$ cat config.mk
export PLATFORM = sky130hd
export DESIGN_NAME = capture_timer
export DESIGN_NICKNAME = d
export VERILOG_FILES = /design/src/rtl/cap_tmr_pkg.sv /design/src/rtl/tmr_counter.sv /design/src/rtl/cap_channel.sv /design/src/rtl/tmr_flags.sv /design/src/rtl/capture_timer.sv
export SDC_FILE = /design/constraint.sdc
export NUM_CORES = 1
export LEC_CHECK = 0
export BUFFER_PORTS_ARGS = -buffer_cell sky130_fd_sc_hd__buf_2
export CAP_MARGIN = 15
export CORE_MARGIN = 2
export CORE_UTILIZATION = 50
export DETAILED_ROUTE_END_ITERATION = 12
export GPL_TIMING_DRIVEN = 0
export PLACE_DENSITY = 0.69
export SLEW_MARGIN = 10
export SYNTH_ARGS = -nofsm -noshare
export SYNTH_HDL_FRONTEND = slang
export SYNTH_SLANG_ARGS = --single-unit
$ cat constraint.sdc
create_clock -name clk -period 4.8 [get_ports clk]
set_input_delay 0.24 -clock clk [delete_from_list [all_inputs] [get_ports clk]]
set_output_delay 0.24 -clock clk [all_outputs]
set_load 0.02 [all_outputs]
$ cat src/rtl/cap_tmr_pkg.sv
package cap_tmr_pkg;
  typedef enum logic [1:0] {
    EDGE_OFF  = 2'b00,
    EDGE_RISE = 2'b01,
    EDGE_FALL = 2'b10,
    EDGE_BOTH = 2'b11
  } edge_sel_e;

  localparam int unsigned ADR_CNT  = 0;
  localparam int unsigned ADR_FLG  = 1;
  localparam int unsigned ADR_CTL  = 2;
  localparam int unsigned ADR_LAT0 = 3;
endpackage

$ cat src/rtl/tmr_counter.sv
module tmr_counter #(
  parameter int W = 16
) (
  input  logic         clk,
  input  logic         rst_n,
  input  logic         tick,
  input  logic         load,
  input  logic [W-1:0] load_val,
  output logic [W-1:0] cnt,
  output logic         wrap
);
  logic [W-1:0] cnt_nxt;
  logic         cnt_en;

  always_comb begin
    cnt_en  = load | tick;
    wrap    = tick & ~load & (cnt == {W{1'b1}});
    cnt_nxt = load ? load_val : cnt + 1'b1;
  end

  always_ff @(posedge clk or negedge rst_n) begin
    if (!rst_n)      cnt <= '0;
    else if (cnt_en) cnt <= cnt_nxt;
  end

  // no tick and no load keeps the count
  a_r2_hold: assert property (@(posedge clk) disable iff (!rst_n)
    (!tick && !load) |=> $stable(cnt));
  // a tick without load advances by exactly one
  a_r2_step: assert property (@(posedge clk) disable iff (!rst_n)
    (tick && !load) |=> (cnt == W'($past(cnt) + 1'b1)));
  // a wrap event lands on zero
  a_r4_wrap_zero: assert property (@(posedge clk) disable iff (!rst_n)
    wrap |=> (cnt == '0));
endmodule

$ cat src/rtl/cap_channel.sv
module cap_channel
  import cap_tmr_pkg::*;
#(
  parameter int W = 16
) (
  input  logic         clk,
  input  logic         rst_n,
  input  logic         pin,
  input  edge_sel_e    sel,
  input  logic [W-1:0] cnt,
  output logic         hit,
  output logic [W-1:0] latch
);
  logic meta_q, sync_q, prev_q;
  logic rise, fall;

  always_ff @(posedge clk or negedge rst_n) begin
    if (!rst_n) begin
      meta_q <= 1'b0;
      sync_q <= 1'b0;
      prev_q <= 1'b0;
    end else begin
      meta_q <= pin;
      sync_q <= meta_q;
      prev_q <= sync_q;
    end
  end

  always_comb begin
    rise = sync_q & ~prev_q;
    fall = ~sync_q & prev_q;
    unique case (sel)
      EDGE_RISE: hit = rise;
      EDGE_FALL: hit = fall;
      EDGE_BOTH: hit = rise | fall;
      default:   hit = 1'b0;
    endcase
  end

  always_ff @(posedge clk or negedge rst_n) begin
    if (!rst_n)   latch <= '0;
    else if (hit) latch <= cnt;
  end

  // latch changes only on a capture event
  a_r5_latch_hold: assert property (@(posedge clk) disable iff (!rst_n)
    !hit |=> $stable(latch));
  // a capture stores that cycle's count
  a_r5_latch_value: assert property (@(posedge clk) disable iff (!rst_n)
    hit |=> (latch == $past(cnt)));
  // a disabled channel never reports an event
  a_r6_off_quiet: assert property (@(posedge clk) disable iff (!rst_n)
    (sel == EDGE_OFF) |-> !hit);
endmodule

$ cat src/rtl/tmr_flags.sv
module tmr_flags #(
  parameter int N = 5
) (
  input  logic         clk,
  input  logic         rst_n,
  input  logic [N-1:0] set,
  input  logic [N-1:0] clr,
  input  logic [N-1:0] en,
  output logic [N-1:0] flags,
  output logic         irq
);
  logic [N-1:0] flags_nxt;
  logic         flags_en;

  always_comb begin
    flags_en  = |(set | clr);
    flags_nxt = (flags & ~clr) | set;
    irq       = |(flags & en);
  end

  always_ff @(posedge clk or negedge rst_n) begin
    if (!rst_n)        flags <= '0;
    else if (flags_en) flags <= flags_nxt;
  end

  // a set event wins over a simultaneous clear
  a_r7_set_wins: assert property (@(posedge clk) disable iff (!rst_n)
    (set != '0) |=> ((flags & $past(set)) == $past(set)));
  // a clear without a set drops the flag
  a_r7_clear: assert property (@(posedge clk) disable iff (!rst_n)
    ((clr & ~set) != '0) |=> ((flags & $past(clr & ~set)) == '0));
  // no flag rises without a set event
  a_r7_no_spurious: assert property (@(posedge clk) disable iff (!rst_n)
    1'b1 |=> ((flags & ~$past(flags) & ~$past(set)) == '0));
endmodule

$ cat src/rtl/capture_timer.sv
module capture_timer
  import cap_tmr_pkg::*;
#(
  parameter  int CNT_W  = 16,
  parameter  int NUM_CH = 4,
  localparam int ADDR_W = $clog2(NUM_CH + 3)
) (
  input  logic              clk,
  input  logic              rst_n,
  input  logic              tick,
  input  logic              frz_mode,
  input  logic [NUM_CH-1:0] cap_in,
  input  logic              reg_wr,
  input  logic [ADDR_W-1:0] reg_addr,
  input  logic [CNT_W-1:0]  reg_wdata,
  output logic [CNT_W-1:0]  reg_rdata,
  output logic              irq
);
  localparam int SEL_W = 2 * NUM_CH;
  localparam int CTL_W = SEL_W + 1 + NUM_CH;
  localparam int FLG_W = NUM_CH + 1;

  logic [1:0]        rst_pipe;
  logic              rst_s_n;
  logic [CNT_W-1:0]  cnt;
  logic              wrap;
  logic              cnt_load;
  logic              ctl_wr;
  logic [CTL_W-1:0]  ctl_q;
  logic [FLG_W-1:0]  flg_set, flg_clr, flg_en, flags;
  logic [NUM_CH-1:0] cap_hit;
  logic [CNT_W-1:0]  lat [NUM_CH];

  always_ff @(posedge clk or negedge rst_n) begin
    if (!rst_n) rst_pipe <= '0;
    else        rst_pipe <= {rst_pipe[0], 1'b1};
  end
  assign rst_s_n = rst_pipe[1];

  always_comb begin
    cnt_load = reg_wr & frz_mode & (reg_addr == ADDR_W'(ADR_CNT));
    ctl_wr   = reg_wr & (reg_addr == ADDR_W'(ADR_CTL));
    flg_clr  = (reg_wr && reg_addr == ADDR_W'(ADR_FLG)) ? reg_wdata[FLG_W-1:0] : '0;
    flg_set  = {cap_hit, wrap};
    flg_en   = ctl_q[CTL_W-1:SEL_W];
  end

  always_ff @(posedge clk or negedge rst_s_n) begin
    if (!rst_s_n)    ctl_q <= '0;
    else if (ctl_wr) ctl_q <= reg_wdata[CTL_W-1:0];
  end

  tmr_counter #(.W(CNT_W)) u_cnt (
    .clk(clk), .rst_n(rst_s_n), .tick(tick), .load(cnt_load),
    .load_val(reg_wdata), .cnt(cnt), .wrap(wrap)
  );

  for (genvar c = 0; c < NUM_CH; c++) begin : g_ch
    cap_channel #(.W(CNT_W)) u_ch (
      .clk(clk), .rst_n(rst_s_n), .pin(cap_in[c]),
      .sel(edge_sel_e'(ctl_q[2*c +: 2])), .cnt(cnt),
      .hit(cap_hit[c]), .latch(lat[c])
    );
  end

  tmr_flags #(.N(FLG_W)) u_flg (
    .clk(clk), .rst_n(rst_s_n), .set(flg_set), .clr(flg_clr),
    .en(flg_en), .flags(flags), .irq(irq)
  );

  always_comb begin
    reg_rdata = '0;
    if (reg_addr == ADDR_W'(ADR_CNT))      reg_rdata = cnt;
    else if (reg_addr == ADDR_W'(ADR_FLG)) reg_rdata = CNT_W'(flags);
    else if (reg_addr == ADDR_W'(ADR_CTL)) reg_rdata = CNT_W'(ctl_q);
    for (int i = 0; i < NUM_CH; i++)
      if (reg_addr == ADDR_W'(ADR_LAT0 + i)) reg_rdata = lat[i];
  end

  // counter writes outside freeze mode are dropped
  a_r3_no_write_normal: assert property (@(posedge clk) disable iff (!rst_s_n)
    (reg_wr && reg_addr == ADDR_W'(ADR_CNT) && !frz_mode && !tick) |=> $stable(cnt));
  // wrap sets the overflow flag
  a_r4_ovf_flag: assert property (@(posedge clk) disable iff (!rst_s_n)
    wrap |=> flags[0]);
endmodule

; ---- Word-level counts from Yosys, hierarchy flattened
; Index checks and enable logic that the tools add are counted.
[classes]
add_sub_neg = 1
n_eq_ne = 19
mux = 13
bitwise = 32
reduce_logical = 4
[op_table]
columns = op, n
row1 = two-way mux 16 bit, 6
row2 = two-way mux 13 bit, 2
row3 = adder 16 x 1 -> 16 bit (second input constant), 1
row4 = equality test 16 bit (second input constant), 1
row5 = equality test 2 bit (second input constant), 8
row6 = bitwise AND 1 bit, 13
row7 = one-hot mux 1 bit (3 select lines), 4
row8 = bitwise AND 5 bit, 2
row9 = OR 5 bit, 2
row10 = OR reduction 5 bit, 2
row11 = equality test 3 bit (second input constant), 3
row12 = NOT 1 bit, 9
row13 = equality test 2 x 1 -> 1 bit (second input constant), 4
row14 = equality test 3 x 2 -> 1 bit (second input constant), 2
row15 = two-way mux 5 bit, 1
row16 = NOT 5 bit, 1
row17 = OR 1 bit, 5
row18 = equality test 3 x 1 -> 1 bit (second input constant), 1
row19 = logical NOT 3 bit, 1
row20 = logical AND 1 bit, 1
[totals]
reg_bits = 112
input_bits = 28
out_inout_bits = 17
elab_cells = 89

; ---- Logic depth before layout (Yosys ltp)
[logic_depth]
word_depth = 8
ltp_mapped = 8
ltp_nobuf = 7

; ---- Cells and area by module
; From an unflattened synthesis, not the netlist that was laid out.
[unflattened]
hier_cells = 685
hier_area_um2 = 7134.3
[modules_own_cells]
columns = mod, instances, cells_each, area_per_inst_um2
row1 = cap_channel, 4, 106, 1118.6
row2 = capture_timer, 1, 145, 1520.2
row3 = tmr_counter, 1, 98, 937.1
row4 = tmr_flags, 1, 18, 202.7

; ---- Worst setup path before layout
; No wires, ideal clock.
[synth_path]
path_type = reg-to-reg
startpoint = register g_ch[1].u_ch.prev_q
endpoint = register g_ch[1].u_ch.latch[10]
setup_ps = 125
arrival_time_ps = 1522
t_required_ps = 4675
setup_slack_ps = 3153
path_stages_with_launch = 8
path_buffers = 1
period_less_slack_ps = 1647
path_cell_list = dfrtp_1 > inv_1 > ha_1 > mux2i_1 > nand2_1 > o21ai_2 > buf_4 > mux2_2
[synth_via]
elab_chain_cells = 4
elab_cells_between_ends = 5
classes_between = 1 x mux / 4 x bitwise
[synth_rtl]
columns = element, line_no
row1 = from (decl), cap_channel.sv:14  ; logic meta_q, sync_q, prev_q;
row2 = from (signal assigned), cap_channel.sv:25  ; prev_q <= sync_q;
row3 = NOT 1 bit, cap_channel.sv:30  ; rise = sync_q & ~prev_q;
row4 = bitwise AND 1 bit, cap_channel.sv:30
row5 = OR 1 bit, cap_channel.sv:35  ; EDGE_BOTH: hit = rise | fall;
row6 = one-hot mux 1 bit (3 select lines) *, cap_channel.sv:32  ; unique case (sel)
row7 = to (signal assigned), cap_channel.sv:42  ; else if (hit) latch <= cnt;
row8 = to (decl), cap_channel.sv:12  ; output logic [W-1:0] latch
; Every way passes the cells marked *; elsewhere a longest branch is shown, timed or not.
; A chain may end at the register's enable or synchronous reset.

; ---- Worst setup path in the final report
[layout_path]
startpoint = input reg_addr[2]
endpoint = output reg_rdata[1]
[layout_via]
elab_chain_cells = 8
elab_cells_between_ends = 14
classes_between = 6 x eq/ne / 7 x mux / 1 x reduce/logical
[layout_rtl]
columns = element, line_no
row1 = from (decl), capture_timer.sv:14  ; input logic [ADDR_W-1:0] reg_addr,
row2 = equality test 3 x 2 -> 1 bit, capture_timer.sv:75  ; else if (reg_addr == ADDR_W'(ADR_CTL)) reg_rdata = CNT_W'(ctl_q);
row3 = two-way mux 13 bit, capture_timer.sv:75
row4 = two-way mux 13 bit, capture_timer.sv:74  ; else if (reg_addr == ADDR_W'(ADR_FLG)) reg_rdata = CNT_W'(flags);
row5 = two-way mux 16 bit, capture_timer.sv:73  ; if (reg_addr == ADDR_W'(ADR_CNT)) reg_rdata = cnt;
row6 = two-way mux 16 bit (3 in a row), capture_timer.sv:77  ; if (reg_addr == ADDR_W'(ADR_LAT0 + i)) reg_rdata = lat[i];
row7 = two-way mux 16 bit *, capture_timer.sv:77
row8 = to (decl), capture_timer.sv:16  ; output logic [CNT_W-1:0] reg_rdata,
; Marks and branches as above.

==> out/metrics.yaml <==
post-place-cells: 654
period_needed_ps: 2117
post-route-period-util_pct: 44.11
synthArstFlopShare_pct: 100.0
initial_core_util_pct: 50.66
relSlewSlack_pct: 50.76
io_pins: 45
ys.flop_type: "dfrtp_1"
final_common_cell: "dfrtp_1"
layoutNonFillerInstCount: 675
cts_root_buf: "clkbuf_8"
crit_fanout: 10
power.density_nw_per_um2: 528.3
seqCellArea_sq_um: 2806
setup_violations: 0
ctsLongestPathBuffers: 2
arrival_ps: 1880
first_global_vias: 3967
grt_overflow: 0
numCtsBuffers: 9
worstSetupEndpointType: "primary output"
ir_drop_mv: 0.2699
antenna_cells: 0
synth_edf_count: 0
cp.required_ps: 4560
vias: 3863
wire_per_inst_um: 19.47
rows: 38
setup_tns_ps: 0
drt_iter0_drc: 259
dieArea_sq_um: 11740
tritoncts: "built"
via_per_inst: 5.723
dp_hpwl_um: 9274
yosysSeqAreaShare_pct: 51.48
wl_um: 13140
fmax_mhz: 472.3
grt_max_degree: 59
rsz0062_at_grt: "false"
ant_nets: 0
syn2layout_area_growth_pct: 12.16
grt_pass1_wl_um: 21160
critPathMaxStageDelay_ps: 520
clock-sinks: 112
gp_congestion: 0.8685
final_cell_mix: "111 x dfrtp_1, 75 x mux2_2, 56 x buf_2"
dieWidth_um: 108.3
syn_nets: 509
final_nets: 567
antenna_found_initial: 0
leakagePower_nw: 2.646
io_buffers: 41
status: "complete, no violations"
cap_violations: 0
coreArea_sq_um: 10750
cts_max_level: 3
grt_usage_pct: 24.04
maxSlewViolCount: 0
hp-class: "in -> reg"
ys_seq_elements: 112
hold_viol: 0
synthesis.area_sq_um: 5444
die_h_um: 108.3
worstPathCellList: "buf_2, clkbuf_1, clkbuf_1, o32ai_1, a21oi_1, a21oi_1, buf_2"
multi_input_area_sq_um: 2397
yosysWarnings: 0
crit_path_top_delay_cell: "clkbuf_1"
start_kind: "input pin"
nFillCells: 944
drt-pass1-iter-count: 5
postCtsSetupRepairBufs: 0
syn_inst: 472
insertion_delay_ps: 390
layout-drive-gt1-share_pct: 31.21
worstSetupPathType: "in -> out"
drc: 0
worstMarginPinSlew_ps: 738.7
clkTransAtPathRegs_ps: 100
syn_avg_cell_area_sq_um: 11.53
synth_cell_types: 45
skew_ps: 9.559
-- synthesized netlist by cell type (all sizes together) (2+ instances only) --
cell type / instances / area share (%)
dfrtp: 112 / 51
mux2: 85 / 18
a21oi: 56 / 5.4
nor2: 42 / 3.0
buf: 24 / 2.8
nand2: 23 / 1.6
inv: 13 / 0.90
mux2i: 13 / 2.4
clkbuf: 12 / 0.83
ha: 9 / 2.1
o22ai: 9 / 1.0
xnor2: 9 / 1.4
o21ai: 8 / 0.94
a221oi: 7 / 1.1
a22o: 6 / 0.97
xor2: 6 / 0.97
a22oi: 5 / 0.69
nand3: 4 / 0.55
nor3: 4 / 0.67
o32ai: 4 / 0.64
a21o: 3 / 0.41
and3: 3 / 0.34
nand4: 3 / 0.62
and4: 2 / 0.32
nand2b: 2 / 0.23
nor2b: 2 / 0.23
-- flip-flops by register name, indices dropped and copies added, names as in the netlist --
register	cells
g_ch.u_ch.latch	64
u_cnt.cnt	16
ctl_q	13
u_flg.flags	5
g_ch.u_ch.meta_q	4
g_ch.u_ch.prev_q	4
g_ch.u_ch.sync_q	4
rst_pipe	2
-- power breakdown --
part	internal, mW	switching [mW]
clock network	0.271	0.311
logic	0.555	0.534
registers	1.31	0.242
total	2.14	1.09
-- area by class of cell --
class                      instances  share of cell area (%)
inverter                          13                  0.7992
clock inverter                     2                  0.6148
timing repair buffer              47                   4.631
tap                              140                   2.869
multi-input combinational        311                   39.26
sequential                       112                   45.96
buffer                            36                   3.197
clock buffer                      14                   2.664
-- layer usage --
layer	vias up	global-route usage (%)	share of wire [%]
met4	0	6.319	2.3
met1	1939	32.42	46
met3	29	4.882	4.7
li1	1785	-	-
met5	-	0	0
met2	110	39.80	47
-- critical path: cells and delay by family --
family	cells	cell delay (ps)
AO/OA/AOI/OAI	3	440
buffers and inverters	4	1200
-- final timing paths --
check,startpoint,end,slack (ps),cells past startpoint
max reg2reg,g_ch[3].u_ch.prev_q,g_ch[3].u_ch.latch[9],2830,6
min reg2reg,g_ch[2].u_ch.meta_q,g_ch[2].u_ch.sync_q,360,0
min,reg_wdata[6],ctl_q[6],100,2
max,reg_addr[2],reg_rdata[1],2680,7
min in group asynchronous,rst_n,rst_pipe[1],160,2
max in group asynchronous,rst_pipe[1],g_ch[0].u_ch.latch[8],3680,1
-- cell families after synthesis --
group | Yosys count | share of synthesized area (%)
fa+ha+maj | 9 | 2.069
mux | 98 | 19.97
flops | 112 | 51.48
compound gates | 101 | 11.68
simple gates | 87 | 7.837
buf+inv | 49 | 4.481
xor+xnor | 15 | 2.413
other cells | 1 | 0.06888
-- timing repair --
action                                  in CTS  in global routing
resized for setup                            0                  0
hold buffers                                 5                  0
hold endpoints to repair                     6                  0
endpoints found under the setup margin       0                  0
-- per-stage QoR --
step                      setup WS, ps  power, mW  instance area (sq um)  util [%]  hold slack [ps]
after floorplan                   1449      2.343                   5444         -           -55.59
after global placement           197.8      2.590                   5824     54.20            25.25
after detailed placement          2749      2.658                   5856     54.49            27.77
after CTS                         2742      3.242                   6106     56.82            85.20
after global routing              2529      3.427                   6106     56.82            89.00
final                             2683      3.225                   6106     56.82            95.54
Note: power is estimated with default switching activity, not from simulation.
